===== src/rtl/pred_cmp_pkg.sv =====
package pred_cmp_pkg;
  typedef enum logic [2:0] {
    CMP_EQ   = 3'd0,
    CMP_NE   = 3'd1,
    CMP_LT   = 3'd2,
    CMP_LE   = 3'd3,
    CMP_LTU  = 3'd4,
    CMP_LEU  = 3'd5,
    CMP_RSV6 = 3'd6,
    CMP_RSV7 = 3'd7
  } cmp_op_e;

  typedef enum logic [1:0] {
    PT_UNC   = 2'd0,
    PT_UNC_N = 2'd1,
    PT_OR    = 2'd2,
    PT_OR_N  = 2'd3
  } ptype_e;

  typedef struct packed {
    logic en;
    logic val;
  } pwr_t;
endpackage


===== src/rtl/pred_cmp_alu.sv =====
module pred_cmp_alu #(
  parameter int DATA_W = 32
) (
  input  logic [2:0]        op_i,
  input  logic [DATA_W-1:0] a_i,
  input  logic [DATA_W-1:0] b_i,
  output logic              res_o
);
  import pred_cmp_pkg::*;

  logic eq, lt_s, lt_u;
  assign eq   = (a_i == b_i);
  assign lt_s = ($signed(a_i) < $signed(b_i));
  assign lt_u = (a_i < b_i);

  always_comb begin
    case (cmp_op_e'(op_i))
      CMP_EQ:  res_o = eq;
      CMP_NE:  res_o = !eq;
      CMP_LT:  res_o = lt_s;
      CMP_LE:  res_o = lt_s | eq;
      CMP_LTU: res_o = lt_u;
      CMP_LEU: res_o = lt_u | eq;
      default: res_o = 1'b0;
    endcase
  end
endmodule


===== src/rtl/pred_update_rule.sv =====
module pred_update_rule (
  input  logic                 valid_i,
  input  logic [1:0]           ptype_i,
  input  logic                 pin_i,
  input  logic                 res_i,
  output pred_cmp_pkg::pwr_t   wr_o
);
  import pred_cmp_pkg::*;

  always_comb begin
    wr_o = '0;
    case (ptype_e'(ptype_i))
      PT_UNC:   begin wr_o.en = 1'b1;            wr_o.val = pin_i & res_i;  end
      PT_UNC_N: begin wr_o.en = 1'b1;            wr_o.val = pin_i & ~res_i; end
      PT_OR:    begin wr_o.en = pin_i & res_i;   wr_o.val = 1'b1;           end
      PT_OR_N:  begin wr_o.en = pin_i & ~res_i;  wr_o.val = 1'b1;           end
      default:  wr_o = '0;
    endcase
    if (!valid_i) wr_o.en = 1'b0;
  end
endmodule


===== src/rtl/pred_regfile.sv =====
module pred_regfile #(
  parameter int NPRED = 16,
  parameter int NWR   = 2,
  parameter int NRD   = 2,
  localparam int IDX_W = $clog2(NPRED)
) (
  input  logic                   clk_i,
  input  logic                   rst_ni,
  input  logic [NWR-1:0]         we_i,
  input  logic [NWR*IDX_W-1:0]   widx_i,
  input  logic [NWR-1:0]         wd_i,
  input  logic [NRD*IDX_W-1:0]   rd_idx_i,
  output logic [NRD-1:0]         rd_data_o,
  output logic [NPRED-1:0]       state_o
);
  logic [NPRED-1:0] q;

  assign q[0] = 1'b1;  // hardwired true

  for (genvar r = 1; r < NPRED; r++) begin : g_reg
    logic hit, nxt, bit_q;
    always_comb begin
      hit = 1'b0;
      nxt = bit_q;
      // lowest port number applied last, so it wins
      for (int p = NWR-1; p >= 0; p--) begin
        if (we_i[p] && widx_i[p*IDX_W +: IDX_W] == IDX_W'(r)) begin
          hit = 1'b1;
          nxt = wd_i[p];
        end
      end
    end
    always_ff @(posedge clk_i or negedge rst_ni) begin
      if (!rst_ni)  bit_q <= 1'b0;
      else if (hit) bit_q <= nxt;
    end
    assign q[r] = bit_q;
  end

  for (genvar k = 0; k < NRD; k++) begin : g_rd
    assign rd_data_o[k] = q[rd_idx_i[k*IDX_W +: IDX_W]];
  end

  assign state_o = q;

  assert_wr0_lands_R7: assert property (@(posedge clk_i) disable iff (!rst_ni)
    (we_i[0] && widx_i[IDX_W-1:0] != '0) |=> q[$past(widx_i[IDX_W-1:0])] == $past(wd_i[0]));
endmodule


===== src/rtl/pred_cmp_unit.sv =====
module pred_cmp_unit #(
  parameter int DATA_W = 32,
  parameter int NPRED  = 16,
  parameter int NRD    = 2,
  localparam int IDX_W = $clog2(NPRED),
  localparam int NDST  = 2
) (
  input  logic                 clk_i,
  input  logic                 rst_ni,
  input  logic                 valid_i,
  input  logic [2:0]           op_i,
  input  logic [DATA_W-1:0]    src1_i,
  input  logic [DATA_W-1:0]    src2_i,
  input  logic [IDX_W-1:0]     pin_idx_i,
  input  logic [IDX_W-1:0]     dst1_idx_i,
  input  logic [1:0]           dst1_type_i,
  input  logic [IDX_W-1:0]     dst2_idx_i,
  input  logic [1:0]           dst2_type_i,
  input  logic [NRD*IDX_W-1:0] rd_idx_i,
  output logic [NRD-1:0]       rd_data_o
);
  import pred_cmp_pkg::*;

  logic                  res, pin;
  logic [NPRED-1:0]      state;
  logic [NDST*2-1:0]     types;
  logic [NDST*IDX_W-1:0] idxs;
  pwr_t [NDST-1:0]       wr;
  logic [NDST-1:0]       we, wd;

  assign types = {dst2_type_i, dst1_type_i};
  assign idxs  = {dst2_idx_i, dst1_idx_i};
  assign pin   = state[pin_idx_i];

  pred_cmp_alu #(.DATA_W(DATA_W)) u_alu (
    .op_i (op_i),
    .a_i  (src1_i),
    .b_i  (src2_i),
    .res_o(res)
  );

  for (genvar d = 0; d < NDST; d++) begin : g_dst
    pred_update_rule u_rule (
      .valid_i(valid_i),
      .ptype_i(types[d*2 +: 2]),
      .pin_i  (pin),
      .res_i  (res),
      .wr_o   (wr[d])
    );
    assign we[d] = wr[d].en;
    assign wd[d] = wr[d].val;
  end

  pred_regfile #(.NPRED(NPRED), .NWR(NDST), .NRD(NRD)) u_rf (
    .clk_i    (clk_i),
    .rst_ni   (rst_ni),
    .we_i     (we),
    .widx_i   (idxs),
    .wd_i     (wd),
    .rd_idx_i (rd_idx_i),
    .rd_data_o(rd_data_o),
    .state_o  (state)
  );

  assert_unc_clear_R4: assert property (@(posedge clk_i) disable iff (!rst_ni)
    (valid_i && !pin && !dst1_type_i[1] && dst1_idx_i != '0)
    |=> state[$past(dst1_idx_i)] == 1'b0);

  assert_or_hold_R5: assert property (@(posedge clk_i) disable iff (!rst_ni)
    (valid_i && !pin && dst1_type_i[1] && dst1_idx_i != dst2_idx_i)
    |=> state[$past(dst1_idx_i)] == $past(state[dst1_idx_i]));

  assert_idle_R10: assert property (@(posedge clk_i) disable iff (!rst_ni)
    !valid_i |=> $stable(state));

  assert_p0_true_R8: assert property (@(posedge clk_i) disable iff (!rst_ni)
    (rd_idx_i[IDX_W-1:0] == '0) |-> rd_data_o[0]);
endmodule


===== config.mk =====
export PLATFORM = sky130hd
export DESIGN_NAME = pred_cmp_unit
export DESIGN_NICKNAME = d
export VERILOG_FILES = /design/src/rtl/pred_cmp_pkg.sv /design/src/rtl/pred_cmp_alu.sv /design/src/rtl/pred_update_rule.sv /design/src/rtl/pred_regfile.sv /design/src/rtl/pred_cmp_unit.sv
export SDC_FILE = /design/constraint.sdc
export NUM_CORES = 1
export LEC_CHECK = 0
export BUFFER_PORTS_ARGS = -buffer_cell sky130_fd_sc_hd__buf_4
export CAP_MARGIN = 20
export CORE_ASPECT_RATIO = 1.1
export CORE_MARGIN = 4
export CORE_UTILIZATION = 25
export DETAILED_ROUTE_END_ITERATION = 8
export HOLD_SLACK_MARGIN = 0.03
export PLACE_DENSITY = 0.47
export SYNTH_ARGS = -nofsm -noshare
export SYNTH_HDL_FRONTEND = slang
export SYNTH_SLANG_ARGS = --single-unit

===== constraint.sdc =====
create_clock -name clk_i -period 4.55 [get_ports clk_i]
set_clock_uncertainty 0.2 [all_clocks]
set_input_delay 0.455 -clock clk_i [delete_from_list [all_inputs] [get_ports clk_i]]
set_output_delay 0.455 -clock clk_i [all_outputs]
set_load 0.01 [all_outputs]

# After elaboration in Yosys (flattened, before gate mapping)
# Index checks and enable logic that the tools add are counted.
[totals]
regBits = 15
in_bits = 94
output_inout_bits = 2
wordCells = 202
[classes]
reduce_logical = 64
n_mux = 71
eq_ne = 42
order_cmp = 5
bitwise = 5
[ops]
columns = ["operator", "n"]
rows = [
  ["$mux 1", 65],
  ["$eq 4x4->1 const B", 16],
  ["$lt 32x32->1", 2],
  ["$eq 32x32->1", 1],
  ["$eq 4x3->1 const B", 8],
  ["$logic_and 1x1->1", 30],
  ["$reduce_and 2->1", 15],
  ["$reduce_bool 2->1", 15],
  ["$eq 4x2->1 const B", 4],
  ["$pmux 2 s4", 2],
  ["$lt 4x5->1 const B", 3],
  ["$bmux 1 s4", 3],
  ["$eq 2x2->1 const B", 4],
  ["$eq 4x1->1 const B", 2],
  ["$eq 3x2->1 const B", 2],
  ["$eq 3x3->1 const B", 2],
  ["$pmux 1 s6", 1],
  ["$eq 2x1->1 const B", 2],
  ["$logic_not 2->1", 2],
  ["$eq 3x1->1 const B", 1],
  ["$logic_not 3->1", 1],
  ["$and 1x1->1", 2],
  ["$or 1x1->1", 2],
  ["$logic_not 1->1", 1],
  ["$not 1->1", 1],
]

# Depth between registers and ports, before layout
[depth]
depth_word = 11
ltp_mapped = 13
depth_no_buf = 12

# Cells and area by module
# From an unflattened synthesis, not the netlist that was laid out.
[unflattened]
hier_cells = 304
hier_area_um2 = 2446.1
[modules_own_cells]
columns = ["mod", "area_each_um2", "cells_per_inst", "n_inst", "seq_area_each_um2"]
rows = [
  ["pred_regfile", 1367.6, 166, 1, 375.4],
  ["pred_cmp_alu", 875.8, 123, 1, 0.0],
  ["pred_cmp_unit", 135.1, 7, 1, 0.0],
  ["pred_update_rule", 33.8, 4, 2, 0.0],
]

# Worst setup path before layout
# No wires, ideal clock.
[synth_path]
path_type = "in2reg"
from = "input src2_i[31]"
to = "register u_rf.g_reg[9].bit_q"
path_buffers = 1
t_arrival_ps = 2658
required_ps = 4208
stages = 12
path_slack_ps = 1551
setup_time_ps = 142
cell_sequence = "inv_1 -> ha_1 -> nand4_1 -> nor2_1 -> a221o_1 -> a211o_1 -> a311oi_1 -> o21ai_4 -> xor2_2 -> buf_6 -> nand4_1 -> o211ai_1"
[synth_via]
elab_chain_len = 11
elab_cells_between_ends = 22
classes_between = "order compare (2); eq/ne (1); mux (9); bitwise (5); reduce/logical (5)"
[synth_rtl]
columns = ["item", "line_no", "rtl"]
rows = [
  ["from (decl)", "pred_cmp_unit.sv:13", "input logic [DATA_W-1:0] src2_i,"],
  ["$lt 32x32->1, or another cell as far along", "pred_cmp_alu.sv:14", "assign lt_u = (a_i < b_i);"],
  ["$or 1x1->1, or another cell as far along", "pred_cmp_alu.sv:23", "CMP_LEU: res_o = lt_u | eq;"],
  ["$pmux 1 s6 *", "pred_cmp_alu.sv:17", "case (cmp_op_e'(op_i))"],
  ["$not 1->1", "pred_update_rule.sv:14, pred_update_rule.sv:16", ""],
  ["$and 1x1->1", "pred_update_rule.sv:14, pred_update_rule.sv:16", ""],
  ["$pmux 2 s4", "pred_update_rule.sv:12", "case (ptype_e'(ptype_i))"],
  ["$mux 1", "pred_update_rule.sv:19", "if (!valid_i) wr_o.en = 1'b0;"],
  ["$logic_and 1x1->1", "pred_regfile.sv:27", "if (we_i[p] && widx_i[p*IDX_W +: IDX_W] == IDX_W'(r)) begin"],
  ["$mux 1 (2 in a row)", "pred_regfile.sv:27", ""],
  ["$reduce_and 2->1 (no line)", "-", ""],
  ["to (signal assigned)", "pred_regfile.sv:35", "else if (hit) bit_q <= nxt;"],
  ["to (decl)", "pred_regfile.sv:21", "logic hit, nxt, bit_q;"],
]
# Mark *: on every way between the ends. The rest lies on a longest branch, timed or not. The select of a mux whose other input is x is not followed.
# A chain may end at the register's enable or synchronous reset.

# Worst setup path after layout
[layout_path]
from = "input src1_i[11]"
to = "register u_rf.g_reg[4].bit_q"
[layout_via]
elab_chain_len = 11
elab_cells_between_ends = 22
classes_between = "order compare (2); eq/ne (1); mux (9); bitwise (5); reduce/logical (5)"
[layout_rtl]
columns = ["item", "line_no", "rtl"]
rows = [
  ["from (decl)", "pred_cmp_unit.sv:12", "input logic [DATA_W-1:0] src1_i,"],
  ["$lt 32x32->1, or another cell as far along", "pred_cmp_alu.sv:14", ""],
  ["$or 1x1->1, or another cell as far along", "pred_cmp_alu.sv:23", ""],
  ["$pmux 1 s6 *", "pred_cmp_alu.sv:17", ""],
  ["$not 1->1", "pred_update_rule.sv:14, pred_update_rule.sv:16", ""],
  ["$and 1x1->1", "pred_update_rule.sv:14, pred_update_rule.sv:16", ""],
  ["$pmux 2 s4", "pred_update_rule.sv:12", ""],
  ["$mux 1", "pred_update_rule.sv:19", ""],
  ["$logic_and 1x1->1", "pred_regfile.sv:27", ""],
  ["$mux 1 (2 in a row)", "pred_regfile.sv:27", ""],
  ["$reduce_and 2->1 (no line)", "-", ""],
  ["to (signal assigned)", "pred_regfile.sv:35", ""],
  ["to (decl)", "pred_regfile.sv:21", ""],
]
# Marks and branches as above.

==> summary.txt <==
Clocking
  • Clock insertion delay at the later pin of the skew report: 0.25 ns
  • Post-CTS setup repair buffer count: 0
  • Maximum buffer depth of the clock tree: 2
  • Quantity of gates resized following cts: 0
  • Clock-pin transition on the worst setup and hold timing paths: around 0.060 ns
  • H-tree Lvls: 1
  • Number of buffers created by CTS: 3
  • CTS tree: done
  • Number of clock sinks seen by CTS: 15
  • Count of hold-fix buffers inserted at cts: 1
  • Clock tree root buffer cell: clkbuf_8

Worst setup path
  • Worst-path maximum fanout: 13
  • Most Frequent Cell on Critical Path: o211ai_1
  • Worst setup SP type: input port
  • Nature of the critical path endpoint: flop
  • CP required: around 4.5 ns
  • Register-to-Register Path Depth: 4
  • Cell type group with the largest total delay on the critical path: simple AND/OR/NAND/NOR gates
  • Critical setup path kind: input port to flop
  • Critical path depth in cells: 12
  • Crit-path max cell delay: about 0.6 ns
  • R2R Path Start: u_rf.g_reg[12].bit_q
  • Combined buffer and inverter count along the critical path: 1
  • Cells traversed along the worst timing path: buf_4 -> ha_1 -> nand4_1 -> nor4_1 -> nand3b_1 -> or4_1 -> o211ai_1 -> a311oi_1 -> o21ai_4 -> xor2_2 -> nand2_1 -> o211ai_1
  • Slowest cell on the critical path: xor2_2
  • WP data arrival: about 3.5 ns
  • Worst setup path startpoint: src1_i[11]

GRT
  • Initial antenna violation count: 0
  • Via count of the first global-routing pass: 2561
  • Global-route wire length before repair: around 12 mm
  • GRT Residual Overflow: 0
  • Pin count of the biggest net entering global routing: 21
  • GR Util All Layers: about 14%

Final layout
  • Register name with the most flops: u_rf.g.bit_q
  • Leading cell type in the layout, fill and taps excluded: buf_4
  • Share of cells above drive strength 1: between 30% and 40%
  • Final net count: slightly above 500
  • Number of flip-flops under the largest register name: 15
  • Highest-count cells in the layout ignoring fill and taps: 95 x buf_4, 35 x nand2_1, 34 x inv_1, 32 x ha_1, 23 x nor2_1
  • Final core utilization: around a third
  • Area overhead of the layout relative to synthesis: 36.9%
  • Largest regs: u_rf.g.bit_q (15)
  • Total inserted antenna cells: 0
  • Final Instance Area: 3250 um2

Yosys
  • Cells taking the most area after synthesis: ha_1 17%, dfrtp_1 16%, mux4_2 11%
  • Library cell occupying the most area in the post-synthesis netlist: ha_1
  • Flip-flop and latch count after synthesis: 15
  • Yosys warns: 0
  • Number of enable flip-flop cells after synthesis: 0
  • Avg Synthesized Cell Area: about 8.2 um2
  • Distinct cell type count after synthesis: 44
  • Fraction of synthesized cell area taken by the top area cell type: 16.9%
  • Syn nets: 416
  • Cells after Synth: between 200 and 300
  • Post-synthesis cell area: roughly 2400 um2
  • Proportion of synthesized flip-flops having asynchronous set or reset: 100%
  • Post-synth top flop: dfrtp_1
  • Sequential-to-total area share from yosys stat: between 10% and 20%

STA
  • Setup Total Neg Slack: 0 ns
  • Slew at the pin with the worst max-slew slack: around 0.8 ns
  • Maximum frequency from static timing analysis: approximately 280 MHz
  • Final hold violation count: 0
  • Slew Limit Fails: 0
  • Post-route setup slack: roughly 1 ns
  • Unrepaired setup endpoints after global routing: false
  • Final-report setup violation count: 0
  • Final worst-path cycle share: 78.6%
  • Worst hold margin: approximately 0.35 ns
  • Time the worst path needs with I/O delays and setup: 3.58 ns
  • Worst max-slew margin expressed relative to the limit: around 48%

Placement
  • Post-detailed-placement cell area: about 3200 um2
  • Port Buffers: between 90 and 100
  • Worst-case setup slack after placement: 0.745 ns
  • Routability-driven placement congestion ratio: about 0.86
  • Dpl hpwl: ~6.5 mm

Drt
  • Post-route DRC: 0
  • Count of vias placed by the detailed router: ~2600
  • Number of nets still failing antenna checks after routing: 0
  • WL final: 7.52 mm
  • Number of design-rule violations left by the first detailed-router iteration: 129
  • Via-to-Cell Ratio: around 5.2
  • Wirelength per Cell: 15.1 um
  • First drt pass iteration count: 4

Floorplan
  • Rows: 37
  • Die Span X: 101 um
  • Core Box Area: 9310 um2
  • Vertical extent of the die: between 100 and 150 um
  • I/O pin count: 96
  • Starting Density: between 20 and 30%
  • Floorplan die area: 11100 um2

Power
  • Maximum vdd drop: ~0.062 mV
  • PD cells: 203 nW/um2
  • Leakage dissipation: 0.00148 uW

Hold path
  • Type of the worst min-delay path: input port to flop
  • Hold path depth: 4
  • Hold Startpoint: dst2_idx_i[0]

Run
  • Max-cap violations: 0

Outcome
  • Status: completed
[metal layers]
| metal | track usage [%] | up-vias | routed length, um |
|---|---|---|---|
| met2 | 25.5 | 96 | 3880 |
| li1 | - | 1290 | - |
| met4 | 2.50 | 0 | 89 |
| met3 | 2.08 | 6 | 488 |
| met5 | 0 | - | 0 |
| met1 | 16.5 | 1200 | 3060 |
[through the flow]
step	instances	total power (uW)
final	499	660
after global routing	499	713
after detailed placement	494	554
after floorplan	290	410
after global placement	494	553
after CTS	499	665
[synthesized netlist by cell type (all sizes together) (6+ instances only)]
cell type,n
mux4,12
inv,34
nor2,23
nand2,35
o211ai,18
dfrtp,15
nand4,23
nand3,13
a21oi,16
clkbuf,6
nand3b,7
o311ai,9
ha,32
[area by class of cell]
type,count,area (um2)
inverter,34,128
sequential,15,375
fill,957,6060
multi-input combinational,233,1830
clock buffer,4,45.0
timing repair buffer,96,723
tap,117,146
[power by group]
part	total, uW	internal (uW)	switching [uW]
combinational	336	181	155
clock	110	62.0	48.0
sequential	214	169	44.5
total	660	413	247
[kinds of logic after synthesis]
logic type | count (synthesis) | synth area share [%]
adders and majority gates | 32 | 16.9
muxes | 15 | 12.7
and+or+nand+nor | 125 | 28.0
AOI/OAI and AO/OA | 59 | 17.8
DFF | 15 | 15.8
xor gates and xnor gates | 2 | 1.85
buffers and inverters | 42 | 7.01
[worst register-to-register path: stages, from the launching register on]
cell,delay (ns)
dfrtp_1,0.43
mux4_2,0.48
mux4_2,0.71
nand2_1,0.22
o211ai_1,0.12
[path summary, 6_finish.rpt]
| kind | to | slack, ns |
|---|---|---|
| min in group asynchronous | u_rf.g_reg[6].bit_q | 0.40 |
| max reg2reg | u_rf.g_reg[13].bit_q | 2.26 |
| min reg2reg | u_rf.g_reg[6].bit_q | 0.39 |
| min | u_rf.g_reg[8].bit_q | 0.35 |
| max | u_rf.g_reg[4].bit_q | 0.97 |
| max in group asynchronous | u_rf.g_reg[13].bit_q | 3.57 |
Power figures use the tool's default switching activity.
